## src/rtl/dcd_pkg.sv

```systemverilog
// Package for the descriptor chain engine: engine states, opcodes, the
// descriptor word offsets and the register indices. Assumes 32-bit words and
// byte addressing.
package dcd_pkg;

    localparam int WORD_W   = 32;
    localparam int LEN_W    = 16;
    localparam int DESC_WORDS = 5;

    localparam logic [7:0] OP_TO_STREAM   = 8'h01;
    localparam logic [7:0] OP_FROM_STREAM = 8'h02;

    // word index inside a descriptor (position matters: host builds these)
    localparam logic [2:0] W_LINK  = 3'd0;
    localparam logic [2:0] W_BUF   = 3'd1;
    localparam logic [2:0] W_CMD   = 3'd2;
    localparam logic [2:0] W_STAT  = 3'd3;
    localparam logic [2:0] W_FLAGS = 3'd4;

    localparam logic [1:0] RG_CTRL = 2'd0;
    localparam logic [1:0] RG_HEAD = 2'd1;
    localparam logic [1:0] RG_STATE = 2'd2;
    localparam logic [1:0] RG_ACK  = 2'd3;

    typedef enum logic [3:0] {
        ST_STOP,
        ST_FETCH,
        ST_DECODE,
        ST_RD_MEM,
        ST_RD_OUT,
        ST_WR_IN,
        ST_WR_MEM,
        ST_STATUS
    } eng_state_t;

endpackage

```

## src/rtl/dcd_regs.sv

```systemverilog
// Host register file: decodes start, abort and acknowledge accesses and holds
// the head address. Assumes one-cycle access strobes. Read data is
// combinational.
module dcd_regs
    import dcd_pkg::*;
#(
    parameter int AW = 32
) (
    input  logic          clk,
    input  logic          rst_n,
    input  logic          reg_en,
    input  logic          reg_we,
    input  logic [1:0]    reg_addr,
    input  logic [31:0]   reg_wdata,
    output logic [31:0]   reg_rdata,
    input  logic          busy,
    input  logic [AW-1:0] cur_addr,
    output logic [AW-1:0] head_addr,
    output logic          start_cmd,
    output logic          abort_cmd,
    output logic          ack_access
);

    logic wr_ctrl;

    // decode the one-cycle commands from the access strobe
    always_comb begin
        wr_ctrl    = reg_en && reg_we && (reg_addr == RG_CTRL);
        start_cmd  = wr_ctrl && reg_wdata[0] && !busy;
        abort_cmd  = wr_ctrl && reg_wdata[1] && busy;
        ack_access = reg_en && (reg_addr == RG_ACK);
    end

    // head address register, forced word aligned
    always_ff @(posedge clk) begin
        if (!rst_n)
            head_addr <= '0;
        else if (reg_en && reg_we && reg_addr == RG_HEAD)
            head_addr <= {reg_wdata[AW-1:2], 2'b00};
    end

    // read multiplexer
    always_comb begin
        case (reg_addr)
            RG_HEAD:  reg_rdata = head_addr;
            RG_STATE: reg_rdata = {cur_addr[AW-1:2], 1'b0, busy};
            default:  reg_rdata = '0;
        endcase
    end

endmodule

```

## src/rtl/dcd_irq.sv

```systemverilog
// Level interrupt latch: a completion request sets it, a host acknowledge
// clears it, and a set in the same cycle as a clear wins.
module dcd_irq (
    input  logic clk,
    input  logic rst_n,
    input  logic set_req,
    input  logic clr_req,
    output logic irq
);

    // sticky interrupt flag with set priority
    always_ff @(posedge clk) begin
        if (!rst_n)
            irq <= 1'b0;
        else
            irq <= set_req | (irq & ~clr_req);
    end

endmodule

```

## src/rtl/dcd_engine.sv

```systemverilog
// Descriptor walker: fetches a descriptor, moves its data between memory and
// a stream port, writes the completion word and follows the link. Assumes a
// single outstanding memory request, answered by one mem_ack pulse.
module dcd_engine
    import dcd_pkg::*;
#(
    parameter int AW = 32
) (
    input  logic          clk,
    input  logic          rst_n,
    input  logic          start_cmd,
    input  logic          abort_cmd,
    input  logic [AW-1:0] head_addr,
    output logic          busy,
    output logic [AW-1:0] cur_addr,
    output logic          mem_req,
    output logic          mem_we,
    output logic [AW-1:0] mem_addr,
    output logic [31:0]   mem_wdata,
    input  logic          mem_ack,
    input  logic          mem_err,
    input  logic [31:0]   mem_rdata,
    output logic          tx_valid,
    input  logic          tx_ready,
    output logic [31:0]   tx_data,
    input  logic          rx_valid,
    output logic          rx_ready,
    input  logic [31:0]   rx_data,
    output logic          irq_set
);

    localparam int CNT_W = LEN_W + 1;

    eng_state_t        state;
    logic [AW-1:0]     link_q, buf_q;
    logic [7:0]        op_q;
    logic [LEN_W-1:0]  len_q;
    logic              irq_flag_q;
    logic [2:0]        widx;
    logic [CNT_W-1:0]  wdone, nwords;
    logic [31:0]       hold_q;
    logic              err_q, fatal_q, abort_q;
    logic [LEN_W-1:0]  bytes_done;
    logic              last_word;

    // derived counts for the data phase
    always_comb begin
        nwords     = ({1'b0, len_q} + CNT_W'(3)) >> 2;
        last_word  = (wdone + CNT_W'(1)) == nwords;
        bytes_done = err_q ? LEN_W'(wdone << 2) : len_q;
        busy       = (state != ST_STOP);
    end

    // memory and stream outputs from the current state
    always_comb begin
        mem_req   = 1'b0;
        mem_we    = 1'b0;
        mem_addr  = '0;
        mem_wdata = '0;
        tx_valid  = (state == ST_RD_OUT);
        tx_data   = hold_q;
        rx_ready  = (state == ST_WR_IN);
        irq_set   = (state == ST_STATUS) && mem_ack && irq_flag_q;
        case (state)
            ST_FETCH: begin
                mem_req  = 1'b1;
                mem_addr = cur_addr + {{(AW-5){1'b0}}, widx, 2'b00};
            end
            ST_RD_MEM: begin
                mem_req  = 1'b1;
                mem_addr = buf_q + AW'({wdone, 2'b00});
            end
            ST_WR_MEM: begin
                mem_req   = 1'b1;
                mem_we    = 1'b1;
                mem_addr  = buf_q + AW'({wdone, 2'b00});
                mem_wdata = hold_q;
            end
            ST_STATUS: begin
                mem_req   = 1'b1;
                mem_we    = 1'b1;
                mem_addr  = cur_addr + AW'({W_STAT, 2'b00});
                mem_wdata = {1'b1, err_q, 14'd0, bytes_done};
            end
            default: ;
        endcase
    end

    // sequencer for fetch, data movement, status write and link following
    always_ff @(posedge clk) begin
        if (!rst_n) begin
            state      <= ST_STOP;
            cur_addr   <= '0;
            link_q     <= '0;
            buf_q      <= '0;
            op_q       <= '0;
            len_q      <= '0;
            irq_flag_q <= 1'b0;
            widx       <= '0;
            wdone      <= '0;
            hold_q     <= '0;
            err_q      <= 1'b0;
            fatal_q    <= 1'b0;
            abort_q    <= 1'b0;
        end else begin
            if (abort_cmd)
                abort_q <= 1'b1;
            case (state)
                ST_STOP: if (start_cmd) begin
                    cur_addr <= head_addr;
                    abort_q  <= 1'b0;
                    fatal_q  <= 1'b0;
                    err_q    <= 1'b0;
                    widx     <= W_LINK;
                    state    <= ST_FETCH;
                end
                ST_FETCH: if (mem_ack) begin
                    if (mem_err) begin
                        err_q   <= 1'b1;
                        fatal_q <= 1'b1;
                        wdone   <= '0;
                        state   <= ST_STATUS;
                    end else begin
                        case (widx)
                            W_LINK:  link_q <= {mem_rdata[AW-1:2], 2'b00};
                            W_BUF:   buf_q  <= {mem_rdata[AW-1:2], 2'b00};
                            W_CMD: begin
                                op_q  <= mem_rdata[31:24];
                                len_q <= mem_rdata[LEN_W-1:0];
                            end
                            default: irq_flag_q <= mem_rdata[0];
                        endcase
                        if (widx == W_FLAGS)
                            state <= ST_DECODE;
                        widx <= (widx == W_CMD) ? W_FLAGS : widx + 3'd1;
                    end
                end
                ST_DECODE: begin
                    wdone <= '0;
                    if (op_q == OP_TO_STREAM)
                        state <= (nwords == '0) ? ST_STATUS : ST_RD_MEM;
                    else if (op_q == OP_FROM_STREAM)
                        state <= (nwords == '0) ? ST_STATUS : ST_WR_IN;
                    else begin
                        err_q <= 1'b1;
                        state <= ST_STATUS;
                    end
                end
                ST_RD_MEM: if (mem_ack) begin
                    if (mem_err) begin
                        err_q   <= 1'b1;
                        fatal_q <= 1'b1;
                        state   <= ST_STATUS;
                    end else begin
                        hold_q <= mem_rdata;
                        state  <= ST_RD_OUT;
                    end
                end
                ST_RD_OUT: if (tx_ready) begin
                    wdone <= wdone + CNT_W'(1);
                    state <= last_word ? ST_STATUS : ST_RD_MEM;
                end
                ST_WR_IN: if (rx_valid) begin
                    hold_q <= rx_data;
                    state  <= ST_WR_MEM;
                end
                ST_WR_MEM: if (mem_ack) begin
                    if (mem_err) begin
                        err_q   <= 1'b1;
                        fatal_q <= 1'b1;
                        state   <= ST_STATUS;
                    end else begin
                        wdone <= wdone + CNT_W'(1);
                        state <= last_word ? ST_STATUS : ST_WR_IN;
                    end
                end
                ST_STATUS: if (mem_ack) begin
                    err_q <= 1'b0;
                    widx  <= W_LINK;
                    if (fatal_q || mem_err || abort_q || abort_cmd || link_q == '0)
                        state <= ST_STOP;
                    else begin
                        cur_addr <= link_q;
                        state    <= ST_FETCH;
                    end
                end
                default: state <= ST_STOP;
            endcase
        end
    end

endmodule

```

## src/rtl/desc_chain_dma.sv

```systemverilog
// Top level of the descriptor chain engine: joins the host registers, the
// descriptor walker and the interrupt latch. Assumes a word-oriented memory
// port with one request in flight.
module desc_chain_dma
    import dcd_pkg::*;
#(
    parameter int AW = 32
) (
    input  logic          clk,
    input  logic          rst_n,
    input  logic          reg_en,
    input  logic          reg_we,
    input  logic [1:0]    reg_addr,
    input  logic [31:0]   reg_wdata,
    output logic [31:0]   reg_rdata,
    output logic          mem_req,
    output logic          mem_we,
    output logic [AW-1:0] mem_addr,
    output logic [31:0]   mem_wdata,
    input  logic          mem_ack,
    input  logic          mem_err,
    input  logic [31:0]   mem_rdata,
    output logic          tx_valid,
    input  logic          tx_ready,
    output logic [31:0]   tx_data,
    input  logic          rx_valid,
    output logic          rx_ready,
    input  logic [31:0]   rx_data,
    output logic          irq
);

    logic          eng_busy, start_cmd, abort_cmd, host_ack, irq_set;
    logic [AW-1:0] head_addr, cur_addr;

    dcd_regs #(.AW(AW)) regs_i (
        .clk(clk), .rst_n(rst_n), .reg_en(reg_en), .reg_we(reg_we),
        .reg_addr(reg_addr), .reg_wdata(reg_wdata), .reg_rdata(reg_rdata),
        .busy(eng_busy), .cur_addr(cur_addr), .head_addr(head_addr),
        .start_cmd(start_cmd), .abort_cmd(abort_cmd), .ack_access(host_ack)
    );

    dcd_engine #(.AW(AW)) eng_i (
        .clk(clk), .rst_n(rst_n), .start_cmd(start_cmd), .abort_cmd(abort_cmd),
        .head_addr(head_addr), .busy(eng_busy), .cur_addr(cur_addr),
        .mem_req(mem_req), .mem_we(mem_we), .mem_addr(mem_addr),
        .mem_wdata(mem_wdata), .mem_ack(mem_ack), .mem_err(mem_err),
        .mem_rdata(mem_rdata), .tx_valid(tx_valid), .tx_ready(tx_ready),
        .tx_data(tx_data), .rx_valid(rx_valid), .rx_ready(rx_ready),
        .rx_data(rx_data), .irq_set(irq_set)
    );

    dcd_irq irq_i (
        .clk(clk), .rst_n(rst_n), .set_req(irq_set), .clr_req(host_ack),
        .irq(irq)
    );

endmodule

```

## config.mk

```make
export PLATFORM = sky130hd
export DESIGN_NAME = desc_chain_dma
export DESIGN_NICKNAME = d
export VERILOG_FILES = /design/src/rtl/dcd_pkg.sv /design/src/rtl/dcd_regs.sv /design/src/rtl/dcd_irq.sv /design/src/rtl/dcd_engine.sv /design/src/rtl/desc_chain_dma.sv
export SDC_FILE = /design/constraint.sdc
export NUM_CORES = 1
export LEC_CHECK = 0
export BUFFER_PORTS_ARGS = -buffer_cell sky130_fd_sc_hd__buf_2
export CORE_AREA = 2 2 176 178
export DETAILED_ROUTE_END_ITERATION = 8
export DIE_AREA = 0 0 178 180
export GPL_ROUTABILITY_DRIVEN = 0
export SKIP_LAST_GASP = 1
export SLEW_MARGIN = 25
export SYNTH_ARGS = -nofsm -noshare
export SYNTH_HDL_FRONTEND = slang
export SYNTH_SLANG_ARGS = --single-unit
```

## constraint.sdc

```tcl
create_clock -name clk -period 4.9 [get_ports clk]
set_input_delay 0.49 -clock clk [delete_from_list [all_inputs] [get_ports clk]]
set_output_delay 0.49 -clock clk [all_outputs]
set_load 0.1 [all_outputs]
```

[Yosys cells after proc, flatten, opt, wreduce, memory -nomap -nowiden]
Index checks and enable logic that the tools add are counted.
Operators by class
  add/sub/neg operators: 6
  bitwise logic cells: 5
  eq/ne operators: 33
  muxes and demuxes: 56
  reduce and logical (&&, ||, !) cells: 43
Operator list (number)
  $pmux 32 s2: 4
  $mux 32: 6
  $pmux 32 s3: 1
  $mux 17: 5
  $pmux 17 s4: 1
  $mux 4: 12
  $add 32x19->32: 1
  $add 32x4->32 const B: 1
  $add 32x5->32: 1
  $logic_not 32->1: 1
  $pmux 4 s8: 1
  $reduce_and 4->1: 7
  $ne 2x2->1 const B: 12
  $mux 3: 7
  $add 16x2->17 const B: 1
  $add 17x1->17 const B: 1
  $eq 17x15->1: 1
  $logic_not 17->1: 1
  $eq 4x3->1 const B: 4
  $mux 16: 1
  $mux 1: 12
  $reduce_bool 4->1: 3
  $logic_and 1x1->1: 10
  $pmux 3 s3: 1
  other kinds (32): 48
Storage, ports and cells
  register bits after elaboration: 207
  output and inout bits: 133

[Longest topological paths before layout]
Gate-level depths: netlist of the first run.
  depth in word-level cells: 9
  mapped depth: 18

[By module]
Synthesis of the first run repeated with hierarchy kept, for this count alone.
Second synthesis, totals
  cells, all modules: 1636
  area total of the unflattened synthesis: 12156.7 um2
Modules (own cells, without submodules)
  dcd_engine: seq. area each 3503.4 um2, cells an instance 1416, area an instance 10346.2 um2, times used 1
  dcd_regs: seq. area each 600.6 um2, cells an instance 217, area an instance 1769.2 um2, times used 1
  dcd_irq: seq. area each 20.0 um2, cells an instance 3, area an instance 41.3 um2, times used 1

[Least setup slack after synthesis of the first run]
OpenSTA, ideal clock, no wires.
  kind: register to output
  from: register eng_i.state[1]
  to: output mem_addr[28]
  slack: -0.509 ns
  arrival: 4.919 ns
  cell stages (with the launch flop): 19
  buffers on the path: 5
  data required time: 4.410 ns
  cells stage by stage: dfxtp_1 clkbuf_1 clkbuf_1 and3_1 clkbuf_1 clkbuf_1 or2_2 ha_1 inv_1 fa_1 nor2b_1 o2111ai_1 nor2_1 and3_1 clkbuf_1 nor2b_1 nand2_1 xor2_1 o22ai_1
Between the ends
  cells in the longest elaborated chain, start to end: 3
  elaborated cells between the ends (all ways): 6
RTL lines
  start, declared: RTL line dcd_engine.sv:34  | eng_state_t state;
  start signal, assigned: RTL line dcd_engine.sv:141  | state <= (nwords == '0) ? ST_STATUS : ST_RD_MEM;
  start signal, assigned: RTL line dcd_engine.sv:143  | state <= (nwords == '0) ? ST_STATUS : ST_WR_IN;
  start signal, assigned: RTL line dcd_engine.sv:161  | state <= last_word ? ST_STATUS : ST_RD_MEM;
  $eq 4x2->1 or $eq 4x3->1 (tied branches): RTL line dcd_engine.sv:64  | case (state)
  $reduce_or 2->1 (no source line)
  $pmux 32 s3 (*): RTL line dcd_engine.sv:64
  end, declared: RTL line desc_chain_dma.sv:18  | output logic [AW-1:0] mem_addr,
Every way passes the cells marked *; elsewhere a longest branch is shown, timed or not.

[Worst setup path after layout of the first run]
  from: register eng_i.wdone[0]
  to: output mem_addr[28]
Between the ends
  cells in the longest elaborated chain, start to end: 2
RTL lines
  start, declared: RTL line dcd_engine.sv:40  | logic [CNT_W-1:0] wdone, nwords;
  start signal, assigned: RTL line dcd_engine.sv:160  | wdone <= wdone + CNT_W'(1);
  start signal, assigned: RTL line dcd_engine.sv:173  | wdone <= wdone + CNT_W'(1);
  $add 32x19->32: RTL line dcd_engine.sv:71, dcd_engine.sv:76
  $pmux 32 s3: RTL line dcd_engine.sv:64
No other way between the ends.

==> results of run 1 <==
-- worst max-delay path, cell delays in order, from the launching register on --
cell       delay [ps]
dfxtp_1           600
ha_1              250
inv_1              60
fa_1              400
nor2b_1           150
o21ai_0           140
a2111oi_0         450
nor2_1            160
a31o_2            300
a311oi_4          340
buf_12            170
o211ai_1          100
xor2_1            180
o22ai_2           190
buf_12            210
-- layout make-up --
cell class	count	share of cell area, %
Multi-Input combinational cell	1278	50.3
Timing Repair Buffer	252	11.4
Clock inverter	12	1.13
Sequential cell	204	28.1
Clock buffer	33	4.72
Tap cell	396	3.41
Inverter	36	0.964
-- layout by cell type (no fill, tap or decap), types with 4 or more instances in the layout --
cell type	instances
nand2b_1	10
nand2_1	419
clkbuf_1	5
or2_2	5
xnor2_1	45
dfxtp_1	204
o211ai_1	9
buf_4	16
nand4_1	18
nor3_1	13
inv_1	35
o22ai_1	22
nor2_1	136
o32ai_1	4
clkbuf_16	25
clkinv_2	7
nand3_1	25
a211oi_1	7
and3_1	29
nor4_1	13
a31oi_1	6
a22o_1	6
o22ai_2	10
a311oi_1	63
mux2i_1	16
a21oi_1	152
nor2b_1	43
ha_1	23
xor2_1	32
or3_1	7
buf_2	212
a22oi_1	36
a21o_1	13
bufinv_16	4
buf_12	24
o21ai_0	46
-- report_power, final --
| part | leakage (nW) | internal [mW] | switching [mW] | total (mW) |
|---|---|---|---|---|
| Combinational | 3.36 | 0.0829 | 0.180 | 0.263 |
| Sequential | 1.64 | 1.67 | 0.0220 | 1.70 |
| Clock | 0.424 | 1.19 | 0.744 | 1.93 |
-- timing repair --
| item | 4_1_cts | 5_1_grt |
|---|---|---|
| endpoints found under the setup margin | 6 | 7 |
| setup buffers | 0 | 1 |
| pin swaps | 0 | 1 |
| gates cloned | 0 | 0 |
| gates resized for setup | 1 | 1 |
-- final timing paths --
path / slack [ps] / cells after the start / start / endpoint
worst min-delay path: 190 / 3 / reg_wdata[15] / regs_i.head_addr[15]
worst max register to register: 1430 / 10 / eng_i.state[1] / eng_i.cur_addr[6]
worst max-delay path: 170 / 14 / eng_i.wdone[0] / mem_addr[28]
worst min register to register: 450 / 2 / eng_i.op_q[6] / eng_i.op_q[6]
-- flip-flops by register name, indices dropped and copies added, names as in the netlist --
signal	flops
eng_i.wdone	17
eng_i.len_q	16
eng_i.cur_addr	30
eng_i.op_q	8
eng_i.abort_q	1
eng_i.state	3
irq_i.irq	1
eng_i.buf_q	30
eng_i.fatal_q	1
eng_i.widx	3
eng_i.err_q	1
eng_i.tx_data	32
regs_i.head_addr	30
eng_i.irq_flag_q	1
eng_i.link_q	30
-- metrics by stage --
stage / std cells / worst slack, ps / hold WS (ps) / instance area [sq um] / total power [mW]
CTS: 2210 / 113 / 182 / 14500 / 3.93
detailed placement: 2165 / 580 / 443 / 13600 / 2.00
finish: 2211 / 173 / 192 / 14500 / 3.89
floorplan: 1645 / 40.4 / 431 / 12000 / 1.88
global route: 2211 / 3.93 / 195 / 14500 / 4.02
global placement: 2165 / 652 / 440 / 13600 / 1.99
-- layer usage --
| layer | track usage (%) | part of all wire (%) | wire length, um |
|---|---|---|---|
| met5 | 0 | 0.031 | 13 |
| met4 | 7.97 | 3.1 | 1300 |
| met3 | 4.04 | 7.4 | 3090 |
| met2 | 41.6 | 47 | 19700 |
| met1 | 33.3 | 42 | 17600 |
-- logic make-up (layout without fill, tap and decap cells) --
family          after synthesis  in the layout  synth area share, %
simple gates                752            752                 28.3
buf+inv                     163            333                 5.47
flops                       204            204                 34.3
compound gates              403            403                 22.0
other cells                   1              3               0.0315
fa+ha+maj                    27             27                 2.96
xor+xnor                     77             77                 5.66
mux                          16             16                 1.34
==> metrics.yaml, run 1 <==
outcome: "finished, final reports clean"
clockBufferDepth: 3
dp_hpwl_um: 30400
clock_skew_ps: 10.6
cts_tree: "yes"
synth_top_area_share_pct: 34.3
wl_um: 41700
rsz0062_at_grt: "false"
critPathLaunchType: "flop"
cp.arrival_ps: 4240
drc_errors: 0
antenna_cells: 0
synth.distinct_cells: 69
worst_slew_pin_slew_ps: 1000
final_core_util_pct: 48.2
yosysMostFrequentCell: "nand2_1"
nNetsFinal: 1930
coreArea_sq_mm: 0.0302
grt_first_pass_wirelength_um: 64500
multi_input_comb_area_sq_mm: 0.00731
yosysSeqAreaShare_pct: 34.3
slew_violations: 0
peakVddDrop_v: 0.000182
vias: 12461
synth-edff-count: 0
powerDensity_mw_per_mm2: 268
htree_levels: 1
path_clk_slew_ps: 60
ant_nets: 0
grt.total_usage_pct: 25.1
setup-tns-final_ps: 0
num_rows: 64
seq_area_sq_mm: 0.00408
p_leak_nw: 5.43
cts_buffers: 25
slew_headroom_pct: 33.3
num-fill-cells: 3043
ys_async_sr_fraction_pct: 0
cp.required_ps: 4410
cp_max_fo: 14
hold_viol_final: 0
fin_crit_ps: 4730
synthToLayoutAreaGrowth_pct: 22.1
grt_pass1_vias: 11629
die_w_um: 178
criticalPathCategory: "flop to output port"
drive_gt1_share_pct: 18.6
synth-main-ff-cell: "dfxtp_1"
drv_cap: 0
synth_top_area_cell: "dfxtp_1"
synth_area_leaders: "dfxtp_1 34%, nand2_1 13%, a21oi_1 6.4%"
worstHoldPathType: "input port to flop"
synth_common_cells: "420 x nand2_1, 204 x dfxtp_1, 152 x a21oi_1"
synth_seq_cells: 204
pin_count: 239
fin_crit_sh_pct: 96.5
finalSetupViolations: 0
grt_max_degree: 116
clk_latency_ps: 530
clock.fmax_ghz: 0.212
antenna_found_initial: 1
cts_hold_buf: 0
avgSynthCellArea_sq_um: 7.25
cts_sinks: 204
firstDrtPassIters: 6
synthCells: 1643
viasPerCell: 5.64
clock-root-buffer: "clkbuf_16"
end_kind: "output port"
port-buffer-count: 235
syn-cell-area_sq_mm: 0.0119
drtIter0Drc: 1031
die_y_um: 180
overflow: 0
wl_per_cell_um: 18.9
start_util_pct: 39.5
synth_warnings: 0
die-area_sq_mm: 0.0320
(Power assumes the default switching activity.)
==> run 2, diff against run 1 <==
Settings changed: BUFFER_PORTS_ARGS -buffer_cell sky130_fd_sc_hd__buf_2 to unset, DONT_BUFFER_PORTS set to 1.
==> run 2 against run 1 <==
  * Power fell by 0.22%
  * First-iteration DRC count shrank 21%
  * Register-to-register slack improved by 390 ps
  * Design area fell by 4.0%
  * Flip-flop and latch count is the same
  * Global-route usage shrank 0.46 points
  * Utilization decreased by 1.9 points
  * Worst hold slack worse by 100 ps
  * Cell count decreased by 8.8%
  * Critical path depth is 1 lower
  * Wire length fell by 2.8%
  * Sequential share of layout area increased by 1.2 points
  * Largest power group unchanged
==> metrics.yaml, run 2 (same netlist as run 1, synthesis figures left out) <==
cp_max_fo: 14
die-area_sq_mm: 0.0320
num_rows: 64
antenna_cells: 0
cts_hold_buf: 0
final_cell_mix: "417 x nand2_1, 202 x dfxtp_1, 152 x a21oi_1"
synthToLayoutAreaGrowth_pct: 17.2
firstDrtPassIters: 6
die_w_um: 178
clockBufferDepth: 3
place_area_sq_mm: 0.0131
slew_headroom_pct: 25.5
worstHoldPathType: "input port to flop"
powerDensity_mw_per_mm2: 278
cts_sinks: 204
cp.required_ps: 4410
finalSetupViolations: 0
fin_crit_sh_pct: 91.8
coreArea_sq_mm: 0.0302
viasPerCell: 5.81
grt_first_pass_wirelength_um: 63000
ant_nets: 0
drtIter0Drc: 813
setup-tns-final_ps: 0
peakVddDrop_v: 0.000234
pin_count: 239
hold_viol_final: 0
end_kind: "output port"
antenna_found_initial: 1
dp_hpwl_um: 29500
criticalPathCategory: "flop to output port"
grt_pass1_vias: 11013
htree_levels: 1
clock_skew_ps: 12.9
final_common_cell: "nand2_1"
p_leak_nw: 4.61
critPathLaunchType: "flop"
cp.arrival_ps: 4010
hold_ws_ps: 92.1
final_core_util_pct: 46.2
largest_reg_flops: 32
cts_tree: "yes"
clock-root-buffer: "clkbuf_16"
finalNonFillerCells: 2017
grt.total_usage_pct: 24.7
clk_latency_ps: 510
drv_cap: 0
die_y_um: 180
overflow: 0
port-buffer-count: 0
wl_um: 40500
slew_violations: 0
wl_per_cell_um: 20.1
final_cell_area_sq_mm: 0.0140
worst_slew_pin_slew_ps: 1110
path_clk_slew_ps: 70
cts_buffers: 23
clock.fmax_ghz: 0.222
drc_errors: 0
grt_max_degree: 100
start_util_pct: 39.5
drive_gt1_share_pct: 13.3
vias: 11725
fin_crit_ps: 4500
outcome: "finished, final reports clean"
rsz0062_at_grt: "false"
dp.cells: 1976
nNetsFinal: 1738
## run 2: per-layer routing
layer,GRT usage (%),up-vias,share of wire [%]
li1,-,5652,-
met5,0,-,0.027
met3,5.14,84,7.4
met4,8.49,2,3.6
met2,40.4,412,47
met1,32.1,5575,42
## run 2: timing repair
item / 4_1_cts / 5_1_grt
resized for setup: 0 / 2
setup buffers: 0 / 0
setup endpoints to repair: 0 / 6
## run 2: worst paths after layout
path                        from            endpoint  slack (ps)  depth (start not counted)
setup / recovery  eng_i.wdone[0]        mem_addr[20]         400                         13
hold / removal             rst_n       eng_i.fatal_q          90                          2
setup reg to reg  eng_i.state[1]  eng_i.cur_addr[12]        1820                         11
hold reg to reg    eng_i.op_q[3]       eng_i.op_q[3]         450                          2
## run 2: through the flow
| step | setup slack [ps] | total power, mW |
|---|---|---|
| floorplan | 40.4 | 1.88 |
| global placement | 672 | 1.93 |
| detailed placement | 590 | 1.93 |
| CTS | 39.1 | 3.91 |
| global route | 83.1 | 4.00 |
| finish | 403 | 3.89 |
## run 2: report_power, final
| part | internal (mW) | total, mW | switching [mW] |
|---|---|---|---|
| logic | 0.0576 | 0.202 | 0.144 |
| clock network | 1.27 | 1.99 | 0.720 |
| registers | 1.67 | 1.70 | 0.0233 |
| total | 3.00 | 3.89 | 0.887 |
## run 2: area by class of cell
cell class / count / area (sq um)
timing repair buffer: 62 / 716
fill: 2988 / 16200
inverter: 36 / 140
tap: 396 / 495
sequential: 204 / 4090
multi-input combinational: 1278 / 7640
clock inverter: 10 / 208
clock buffer: 31 / 666
## run 2: critical path: stages, from the launching register on
cell and delay [ps]:
dfxtp_2 480, ha_1 220, inv_1 60, fa_1 400, nor2b_1 130, o21ai_0 100, a2111oi_0 410, nor2_1 150
a31o_2 300, a311oi_4 490, o21ai_0 190, xor2_1 180, o22ai_2 170, buf_12 210
==> run 3, diff against run 2 <==
==> constraint.sdc (replaced) <==
create_clock -name clk -period 4.9 [get_ports clk]
set_input_delay 0.735 -clock clk [delete_from_list [all_inputs] [get_ports clk]]
set_output_delay 0.735 -clock clk [all_outputs]
set_load 0.1 [all_outputs]
==> run 3 against run 2 <==
  * Cell count rose by 1.8%
  * Worst hold slack improved by 230 ps
  * Clock skew fell by 5.4 ps
  * Critical path type unchanged
  * Critical endpoint is now mem_addr[31]
  * Clock power fell by 5%
  * Via count rose by 0.37%
  * Sequential share of layout area fell by 1.1 points
  * Combinational power rose by 5%
  * Clock-buffer cell count rose by 3
  * Die area did not move
  * Sequential power barely moved
  * Power fell by 2.1%
  * First-iteration DRC count rose by 7.9%
==> metrics.yaml, run 3 (same netlist as run 1, synthesis figures left out) <==
final_cell_mix: "417 x nand2_1, 202 x dfxtp_1, 152 x a21oi_1"
largest_reg_flops: 32
grt_pass1_vias: 10932
clock.fmax_ghz: 0.215
cts_sinks: 204
drive_gt1_share_pct: 15.1
outcome: "finished, final reports clean"
rsz0062_at_grt: "false"
grt_max_degree: 149
clock_skew_ps: 7.44
cts_tree: "yes"
overflow: 0
cts_hold_buf: 0
drc_errors: 0
slew_violations: 0
antenna_cells: 0
vias: 11768
ant_nets: 0
grt.total_usage_pct: 24.6
post-place-ws_ps: 706
firstDrtPassIters: 7
hold_ws_ps: 324
fin_crit_ps: 4650
cp.arrival_ps: 3920
port-buffer-count: 0
grt_first_pass_wirelength_um: 62500
htree_levels: 1
end_kind: "output port"
die_y_um: 180
drtIter0Drc: 877
finalSetupViolations: 0
num_rows: 64
synthToLayoutAreaGrowth_pct: 21.8
die-area_sq_mm: 0.0320
die_w_um: 178
nNetsFinal: 1775
powerDensity_mw_per_mm2: 262
cts_buffers: 24
clock-root-buffer: "clkbuf_16"
worst_slew_pin_slew_ps: 1100
antenna_found_initial: 1
wl_um: 40700
start_util_pct: 39.5
clockBufferDepth: 3
path_clk_slew_ps: 50
clk_latency_ps: 520
worstHoldPathType: "input port to flop"
coreArea_sq_mm: 0.0302
wl_per_cell_um: 19.8
drv_cap: 0
finalPower_mw: 3.80
criticalPathCategory: "flop to output port"
hold_viol_final: 0
final_common_cell: "nand2_1"
slew_headroom_pct: 26.3
dp_hpwl_um: 30200
pin_count: 239
cts_setup_buffers: 0
critPathLaunchType: "flop"
peakVddDrop_v: 0.000206
cp_max_fo: 7
cp.required_ps: 4160
r2r_setup_slack_ps: 1770
p_leak_nw: 4.84
timing.final.ws_setup_ps: 246
viasPerCell: 5.73
fin_crit_sh_pct: 95.0
-- run 3: path summary, 6_finish.rpt --
kind | from | to | cells after the start
max | eng_i.wdone[8] | mem_addr[31] | 11
min | rst_n | eng_i.fatal_q | 2
max reg2reg | eng_i.state[1] | eng_i.cur_addr[29] | 10
min reg2reg | eng_i.op_q[3] | eng_i.op_q[3] | 2
-- run 3: per-stage QoR --
step / area (sq um) / setup TNS (ps) / cells / util, %
after CTS: 14500 / 0 / 2053 / 47.9
after global placement: 13600 / 0 / 2011 / 45.1
after detailed placement: 13600 / 0 / 2011 / 45.1
final: 14500 / 0 / 2054 / 48.1
after floorplan: 12100 / -167 / 1645 / -
after global routing: 14500 / 0 / 2054 / 48.1
-- run 3: power by group --
| group | switching [mW] | leakage, nW | total, mW | internal, mW |
|---|---|---|---|---|
| clock network | 0.719 | 0.413 | 1.89 | 1.17 |
| registers | 0.0228 | 1.65 | 1.70 | 1.67 |
| logic | 0.147 | 2.78 | 0.212 | 0.0649 |
| total | 0.889 | 4.84 | 3.80 | 2.91 |
-- run 3: layout make-up --
| class | instances | area [sq um] |
|---|---|---|
| well taps | 396 | 495 |
| multi-input cells | 1278 | 7660 |
| flip-flops and latches | 204 | 4090 |
| fillers | 2928 | 15700 |
| clock inverters | 8 | 121 |
| repair buffers | 98 | 1280 |
| inverters | 36 | 143 |
| clock buffers | 34 | 719 |
-- run 3: timing repair --
item	in CTS	in global routing
setup endpoints to repair	0	7
endpoints found under the hold margin	0	0
gates resized for setup	0	2
-- run 3: metal layers --
layer	GRT usage, %	share of wire [%]
met5	0	0.020
met4	8.20	3.2
met3	5.29	7.2
met2	41.4	48
met1	31.1	41
-- run 3: worst max-delay path: stages, from the launching register on --
cell	delay, ps
dfxtp_1	470
ha_1	370
a21o_1	190
a21o_1	170
a21oi_1	250
o21ai_0	140
a221o_1	380
a21oi_1	640
nor2_1	140
xnor2_1	170
o22ai_2	260
buf_12	220
